[config.mk]
export PLATFORM = sky130hd
export DESIGN_NAME = tri_bank_rotator
export DESIGN_NICKNAME = d
export VERILOG_FILES = /design/src/rtl/rpc_pkg.sv /design/src/rtl/rpc_bank_ram.sv /design/src/rtl/rpc_acq_writer.sv /design/src/rtl/rpc_role_seq.sv /design/src/rtl/tri_bank_rotator.sv
export SDC_FILE = /design/constraint.sdc
export NUM_CORES = 1
export LEC_CHECK = 0
export BUFFER_PORTS_ARGS = -buffer_cell sky130_fd_sc_hd__buf_2
export CELL_PAD_IN_SITES_DETAIL_PLACEMENT = 0
export CELL_PAD_IN_SITES_GLOBAL_PLACEMENT = 1
export CORE_AREA = 3 3 186 370
export DETAILED_ROUTE_END_ITERATION = 16
export DIE_AREA = 0 0 189 373
export PLACE_DENSITY_LB_ADDON = 0.08
export SETUP_SLACK_MARGIN = 0.2
export SYNTH_ARGS = -nofsm -noshare
export SYNTH_HDL_FRONTEND = slang
export SYNTH_SLANG_ARGS = --single-unit
[constraint.sdc]
create_clock -name clk -period 8.1 [get_ports clk]
set_input_delay 0.405 -clock clk [delete_from_list [all_inputs] [get_ports clk]]
set_output_delay 0.405 -clock clk [all_outputs]
set_load 0.03 [all_outputs]
[src/rtl/rpc_pkg.sv]
package rpc_pkg;
   localparam int NUM_BANKS = 3;

   typedef logic [1:0] bank_idx_t;

   // successor in the fixed rotation 0 -> 1 -> 2 -> 0
   function automatic bank_idx_t bank_after(input bank_idx_t b);
      return (b == 2'd2) ? 2'd0 : b + 2'd1;
   endfunction
endpackage

[src/rtl/rpc_bank_ram.sv]
module rpc_bank_ram #(
   parameter int DATA_W = 16,
   parameter int DEPTH  = 16,
   localparam int AW    = (DEPTH > 1) ? $clog2(DEPTH) : 1
) (
   input  logic              clk,
   input  logic              we,
   input  logic [AW-1:0]     waddr,
   input  logic [DATA_W-1:0] wdata,
   input  logic [AW-1:0]     raddr,
   output logic [DATA_W-1:0] rdata
);
   logic [DATA_W-1:0] store [DEPTH];

   always_ff @(posedge clk) begin
      if (we) store[waddr] <= wdata;
   end

   assign rdata = store[raddr];
endmodule

[src/rtl/rpc_acq_writer.sv]
module rpc_acq_writer #(
   parameter int DEPTH = 16,
   localparam int AW   = (DEPTH > 1) ? $clog2(DEPTH) : 1
) (
   input  logic          clk,
   input  logic          rst_n,
   input  logic          in_valid,
   input  logic          hold,
   output logic          wr_en,
   output logic [AW-1:0] wr_addr,
   output logic          frame_full
);
   localparam logic [AW-1:0] LAST_ADDR = AW'(DEPTH - 1);

   logic [AW-1:0] addr_q;

   assign wr_en      = in_valid & ~hold;
   assign frame_full = wr_en & (addr_q == LAST_ADDR);
   assign wr_addr    = addr_q;

   always_ff @(posedge clk) begin
      if (!rst_n) begin
         addr_q <= '0;
      end else if (wr_en) begin
         addr_q <= frame_full ? '0 : addr_q + 1'b1;
      end
   end
endmodule

[src/rtl/rpc_role_seq.sv]
module rpc_role_seq
   import rpc_pkg::*;
#(
   parameter int CNT_W = 16
) (
   input  logic             clk,
   input  logic             rst_n,
   input  logic             frame_full,
   input  logic             cap_done,
   input  logic             proc_done,
   output bank_idx_t        acq_bank,
   output bank_idx_t        cap_bank,
   output bank_idx_t        proc_bank,
   output logic             cap_valid,
   output logic             proc_valid,
   output logic             cap_start,
   output logic             proc_start,
   output logic             pending,
   output logic [CNT_W-1:0] frame_count
);
   bank_idx_t        acq_q, cap_q, proc_q;
   logic             cap_v_q, proc_v_q;
   logic             cap_rel_q, proc_rel_q;
   logic             cap_st_q, proc_st_q;
   logic             pend_q;
   logic [CNT_W-1:0] cnt_q;

   logic cap_free, proc_free, want_rot, rotate;

   // a consumer with no bank, or one that has finished, does not block
   assign cap_free  = ~cap_v_q  | cap_rel_q  | cap_done;
   assign proc_free = ~proc_v_q | proc_rel_q | proc_done;
   assign want_rot  = frame_full | pend_q;
   assign rotate    = want_rot & cap_free & proc_free;

   always_ff @(posedge clk) begin
      if (!rst_n) begin
         acq_q      <= 2'd0;
         cap_q      <= 2'd0;
         proc_q     <= 2'd0;
         cap_v_q    <= 1'b0;
         proc_v_q   <= 1'b0;
         cap_rel_q  <= 1'b0;
         proc_rel_q <= 1'b0;
         cap_st_q   <= 1'b0;
         proc_st_q  <= 1'b0;
         pend_q     <= 1'b0;
         cnt_q      <= '0;
      end else if (rotate) begin
         acq_q      <= bank_after(acq_q);
         cap_q      <= acq_q;
         proc_q     <= cap_q;
         cap_v_q    <= 1'b1;
         proc_v_q   <= cap_v_q;
         cap_rel_q  <= 1'b0;
         proc_rel_q <= 1'b0;
         cap_st_q   <= 1'b1;
         proc_st_q  <= cap_v_q;
         pend_q     <= 1'b0;
         cnt_q      <= cnt_q + 1'b1;
      end else begin
         cap_rel_q  <= cap_rel_q  | (cap_done  & cap_v_q);
         proc_rel_q <= proc_rel_q | (proc_done & proc_v_q);
         cap_st_q   <= 1'b0;
         proc_st_q  <= 1'b0;
         pend_q     <= want_rot;
      end
   end

   assign acq_bank    = acq_q;
   assign cap_bank    = cap_q;
   assign proc_bank   = proc_q;
   assign cap_valid   = cap_v_q;
   assign proc_valid  = proc_v_q;
   assign cap_start   = cap_st_q;
   assign proc_start  = proc_st_q;
   assign pending     = pend_q;
   assign frame_count = cnt_q;
endmodule

[src/rtl/tri_bank_rotator.sv]
module tri_bank_rotator
   import rpc_pkg::*;
#(
   parameter int DATA_W     = 16,
   parameter int BANK_DEPTH = 16,
   parameter int CNT_W      = 16,
   parameter bit READ_REG   = 1'b1,
   localparam int AW        = (BANK_DEPTH > 1) ? $clog2(BANK_DEPTH) : 1
) (
   input  logic              clk,
   input  logic              rst_n,
   input  logic              in_valid,
   input  logic [DATA_W-1:0] in_data,
   output logic              wr_accept,
   output logic [1:0]        wr_bank,
   output logic [AW-1:0]     wr_addr,
   output logic              overflow,
   output logic              cap_valid,
   output logic [1:0]        cap_bank,
   output logic              cap_start,
   input  logic              cap_done,
   input  logic [AW-1:0]     cap_raddr,
   output logic [DATA_W-1:0] cap_rdata,
   output logic              proc_valid,
   output logic [1:0]        proc_bank,
   output logic              proc_start,
   input  logic              proc_done,
   input  logic [AW-1:0]     proc_raddr,
   output logic [DATA_W-1:0] proc_rdata,
   output logic [CNT_W-1:0]  frame_count
);
   if (BANK_DEPTH < 2) begin : g_bad_depth
      $error("tri_bank_rotator: BANK_DEPTH must be at least 2");
   end
   if (DATA_W < 1) begin : g_bad_width
      $error("tri_bank_rotator: DATA_W must be positive");
   end
   if (CNT_W < 2) begin : g_bad_cnt
      $error("tri_bank_rotator: CNT_W must be at least 2");
   end

   logic      frame_full, hold;
   bank_idx_t acq_b, cap_b, proc_b;

   rpc_acq_writer #(.DEPTH(BANK_DEPTH)) u_writer (
      .clk        (clk),
      .rst_n      (rst_n),
      .in_valid   (in_valid),
      .hold       (hold),
      .wr_en      (wr_accept),
      .wr_addr    (wr_addr),
      .frame_full (frame_full)
   );

   rpc_role_seq #(.CNT_W(CNT_W)) u_seq (
      .clk         (clk),
      .rst_n       (rst_n),
      .frame_full  (frame_full),
      .cap_done    (cap_done),
      .proc_done   (proc_done),
      .acq_bank    (acq_b),
      .cap_bank    (cap_b),
      .proc_bank   (proc_b),
      .cap_valid   (cap_valid),
      .proc_valid  (proc_valid),
      .cap_start   (cap_start),
      .proc_start  (proc_start),
      .pending     (hold),
      .frame_count (frame_count)
   );

   assign overflow  = hold;
   assign wr_bank   = acq_b;
   assign cap_bank  = cap_b;
   assign proc_bank = proc_b;

   logic [DATA_W-1:0] bank_rd [NUM_BANKS];

   for (genvar b = 0; b < NUM_BANKS; b++) begin : g_bank
      logic [AW-1:0] rd_addr;
      logic          wr_here;

      // a bank is read by whichever consumer currently holds it
      assign rd_addr = (cap_b == bank_idx_t'(b)) ? cap_raddr : proc_raddr;
      assign wr_here = wr_accept & (acq_b == bank_idx_t'(b));

      rpc_bank_ram #(.DATA_W(DATA_W), .DEPTH(BANK_DEPTH)) u_ram (
         .clk   (clk),
         .we    (wr_here),
         .waddr (wr_addr),
         .wdata (in_data),
         .raddr (rd_addr),
         .rdata (bank_rd[b])
      );
   end

   logic [DATA_W-1:0] cap_sel, proc_sel;

   always_comb begin
      cap_sel = bank_rd[0];
      case (cap_b)
         2'd1:    cap_sel = bank_rd[1];
         2'd2:    cap_sel = bank_rd[2];
         default: cap_sel = bank_rd[0];
      endcase
   end

   always_comb begin
      proc_sel = bank_rd[0];
      case (proc_b)
         2'd1:    proc_sel = bank_rd[1];
         2'd2:    proc_sel = bank_rd[2];
         default: proc_sel = bank_rd[0];
      endcase
   end

   if (READ_REG) begin : g_rd_reg
      logic [DATA_W-1:0] cap_q, proc_q;
      always_ff @(posedge clk) begin
         if (!rst_n) begin
            cap_q  <= '0;
            proc_q <= '0;
         end else begin
            cap_q  <= cap_sel;
            proc_q <= proc_sel;
         end
      end
      assign cap_rdata  = cap_q;
      assign proc_rdata = proc_q;
   end else begin : g_rd_comb
      assign cap_rdata  = cap_sel;
      assign proc_rdata = proc_sel;
   end
endmodule

==> metrics.txt <==
setup_tns 0 ns; DP Wirelength between 50000 and 60000 microns; initial core utilization between 40% and 50%; # nets final 1857; DIE WIDTH approximately 190 microns; Pleak about 12 nW; post-detailed-route DRC marker count 0; PortBufs 92; WL final 92800 microns; Worst Setup End Kind flip-flop; total track usage about a quarter; antenna violations before repair 10; die height about 370 microns; CP startpoint kind flip-flop; CP max FO between 40 and 50; Floorplan Core Area around 67000 sq um; critical path required time 8.61 ns; MaxCap Viol Count 0; Avg Inst Size Synth just under 20 sq um; vias in the first global route between 15000 and 20000; largest net degree at the start of global routing 65; P&R area growth vs syn 12.6%; hold_ws about 0.19 ns; DRT iter0 DRCs around 1600; most common cell in the synthesized netlist edfxtp_1; routed len/inst 33.6 microns; Post-CTS Setup Bufs 0; CTS root buffer clkbuf_16; number of flops mapped to enable cells by yosys ~770; synthesized net count roughly 1700; DRT met1 WL 33000 microns; CP arrival around 5 ns; Util after Layout a little over half; clk_skew between 0.015 and 0.02 ns; num ports 93; post-layout min period about 4.6 ns; DR vias around 17000; Synth area leader edfxtp_1; register area share after synthesis around three quarters; vias per cell between 6 and 7; Worst Max-Slew Pin Slew between 1 and 1.5 ns; Slew Viols, Final 0; Hold Path Depth 3; CTS tree done; grt ovf 0; run status finished, final reports clean; proportion of layout cells with a drive suffix above 1 ~25%; TritonRoute pass-1 iters 5; post-synthesis cell count about 1700; register bit total from synthesis roughly 830; routed wl met3 5130 microns; row cnt ~130; Synth area leaders edfxtp_1, mux4_2, dfxtp_1, a41oi_1, nand2_1; mapped cell area ~32000 sq um; share of flip-flops with an asynchronous set or reset 0%; PD cells 237 nW/um^2; # fillers between 5000 and 6000; Yosys top cell area share 71.2%; commonest register cell after synthesis edfxtp_1; Worst IR Drop VDD 0.167 mV; final period utilization a little under three fifths; highest routed layer met4; post_cts resized 0; CTS HTree Levels 3; CTS sink count 833; RSZ-0062 raised after global routing no; clk slew on worst S/H paths roughly 0.070 ns; Clk Latency, worst-skew pair approximately 0.63 ns; CTS buffer count 73; final setup fails 0; first-pass GRT wire length between 100000 and 150000 microns; R2R cell count 9; CTS Buffer Depth 3; worst min path class input port to flip-flop; yosys warns 0; GP Congestion 0.882; Final ANT Viol Nets 0; Hold Vio Cnt, Final 0; list of most frequent post-synthesis cells edfxtp_1, nand2_1, mux4_2; Fmax approximately 220 MHz; hold_buf cts 2; Die ar. between 70000 and 80000 sq um; Setup CP Type flip-flop to flip-flop; Synth cell types 54; Max-Slew Margin vs Limit 22.2%; met2 wire len roughly 50000 microns
==> routing by layer <==
| layer | track usage, % | up-vias |
|---|---|---|
| met3 | 3.59 | 144 |
| met5 | 0 | - |
| met4 | 13.1 | 0 |
| met2 | 46.8 | 653 |
| met1 | 32.0 | 9222 |
| li1 | - | 7134 |
==> logic make-up (layout without fill, tap and decap cells) <==
group / Yosys count / after routing / share of synthesized area, %
XOR/XNOR: 14 / 14 / 0.379
adder cells (fa/ha/maj): 10 / 10 / 0.387
AO/OA/AOI/OAI: 166 / 166 / 3.82
flip-flops: 833 / 833 / 75.3
AND/OR/NAND/NOR: 349 / 349 / 4.92
other: 0 / 3 / 0
multiplexers: 203 / 203 / 13.8
buffers and inverters: 87 / 298 / 1.40
==> layout by cell type, fill, tap and decap left out, types with 8 or more instances in the layout <==
| master | n |
|---|---|
| clkinv_2 | 10 |
| buf_2 | 92 |
| edfxtp_1 | 768 |
| a41oi_1 | 86 |
| o21ai_0 | 35 |
| mux4_2 | 183 |
| clkbuf_16 | 75 |
| buf_4 | 67 |
| xnor2_1 | 10 |
| a21oi_1 | 9 |
| and2_1 | 15 |
| clkinv_1 | 16 |
| or3_1 | 35 |
| clkbuf_1 | 15 |
| nand3_1 | 12 |
| ha_1 | 10 |
| nand2_1 | 184 |
| mux4_1 | 8 |
| dfxtp_1 | 65 |
| nor2_1 | 57 |
| a21boi_0 | 9 |
==> final cells by class <==
| cell class | instances | area (sq um) | area share, % |
|---|---|---|---|
| clock inverters | 38 | 362 | 0.992 |
| inverters | 7 | 26.3 | 0.0721 |
| flip-flops and latches | 833 | 24400 | 66.8 |
| diodes | 3 | 7.51 | 0.0206 |
| repair buffers | 161 | 983 | 2.70 |
| well taps | 884 | 1110 | 3.03 |
| clock buffers | 92 | 1960 | 5.38 |
| multi-input cells | 742 | 7650 | 21.0 |
==> worst paths after layout <==
path	end	slack, ns	startpoint
hold / removal	u_seq.pending	0.19	in_valid
setup / recovery	proc_rdata[12]	3.52	u_seq.cap_bank[0]
hold reg to reg	u_seq.proc_rel_q	0.48	u_seq.proc_rel_q
setup reg to reg	proc_rdata[12]	3.52	u_seq.cap_bank[0]
==> flip-flops by register name, indices dropped and copies added, names as in the netlist <==
register,cells
u_seq.cap_rel_q,1
g_bank.u_ram.store,768
cap_rdata,16
u_seq.proc_start,1
proc_rdata,16
u_seq.pending,1
u_seq.proc_bank,2
u_seq.cap_valid,1
u_seq.cap_start,1
u_seq.acq_bank,2
u_seq.proc_rel_q,1
u_writer.wr_addr,4
u_seq.cap_bank,2
u_seq.proc_valid,1
u_seq.frame_count,16
==> stage by stage <==
step,instances,setup slack [ns],cell area [sq um],total power [mW]
after CTS,2757,3.53,36500,8.71
after global placement,2625,3.56,34100,5.26
final,2760,3.52,36500,8.63
after global routing,2758,3.30,36500,8.88
after detailed placement,2625,3.54,34100,5.27
after floorplan,1662,5.09,32400,5.06
==> power by group <==
group / internal (mW) / switching (mW) / leakage (nW)
Sequential: 4.72 / 0.0193 / 7.44
Clock: 1.94 / 1.52 / 1.14
Combinational: 0.135 / 0.295 / 3.03
==> critical path, cell delays in order (launching register included) <==
cell and delay, ns:
dfxtp_1 0.35, inv_1 0.10, ha_1 0.60, mux2i_4 0.32, buf_4 0.47, buf_4 0.76
mux4_2 0.59, a22oi_1 0.41, a31oi_1 0.34, or3_1 0.44
Power figures use the tool's default switching activity.
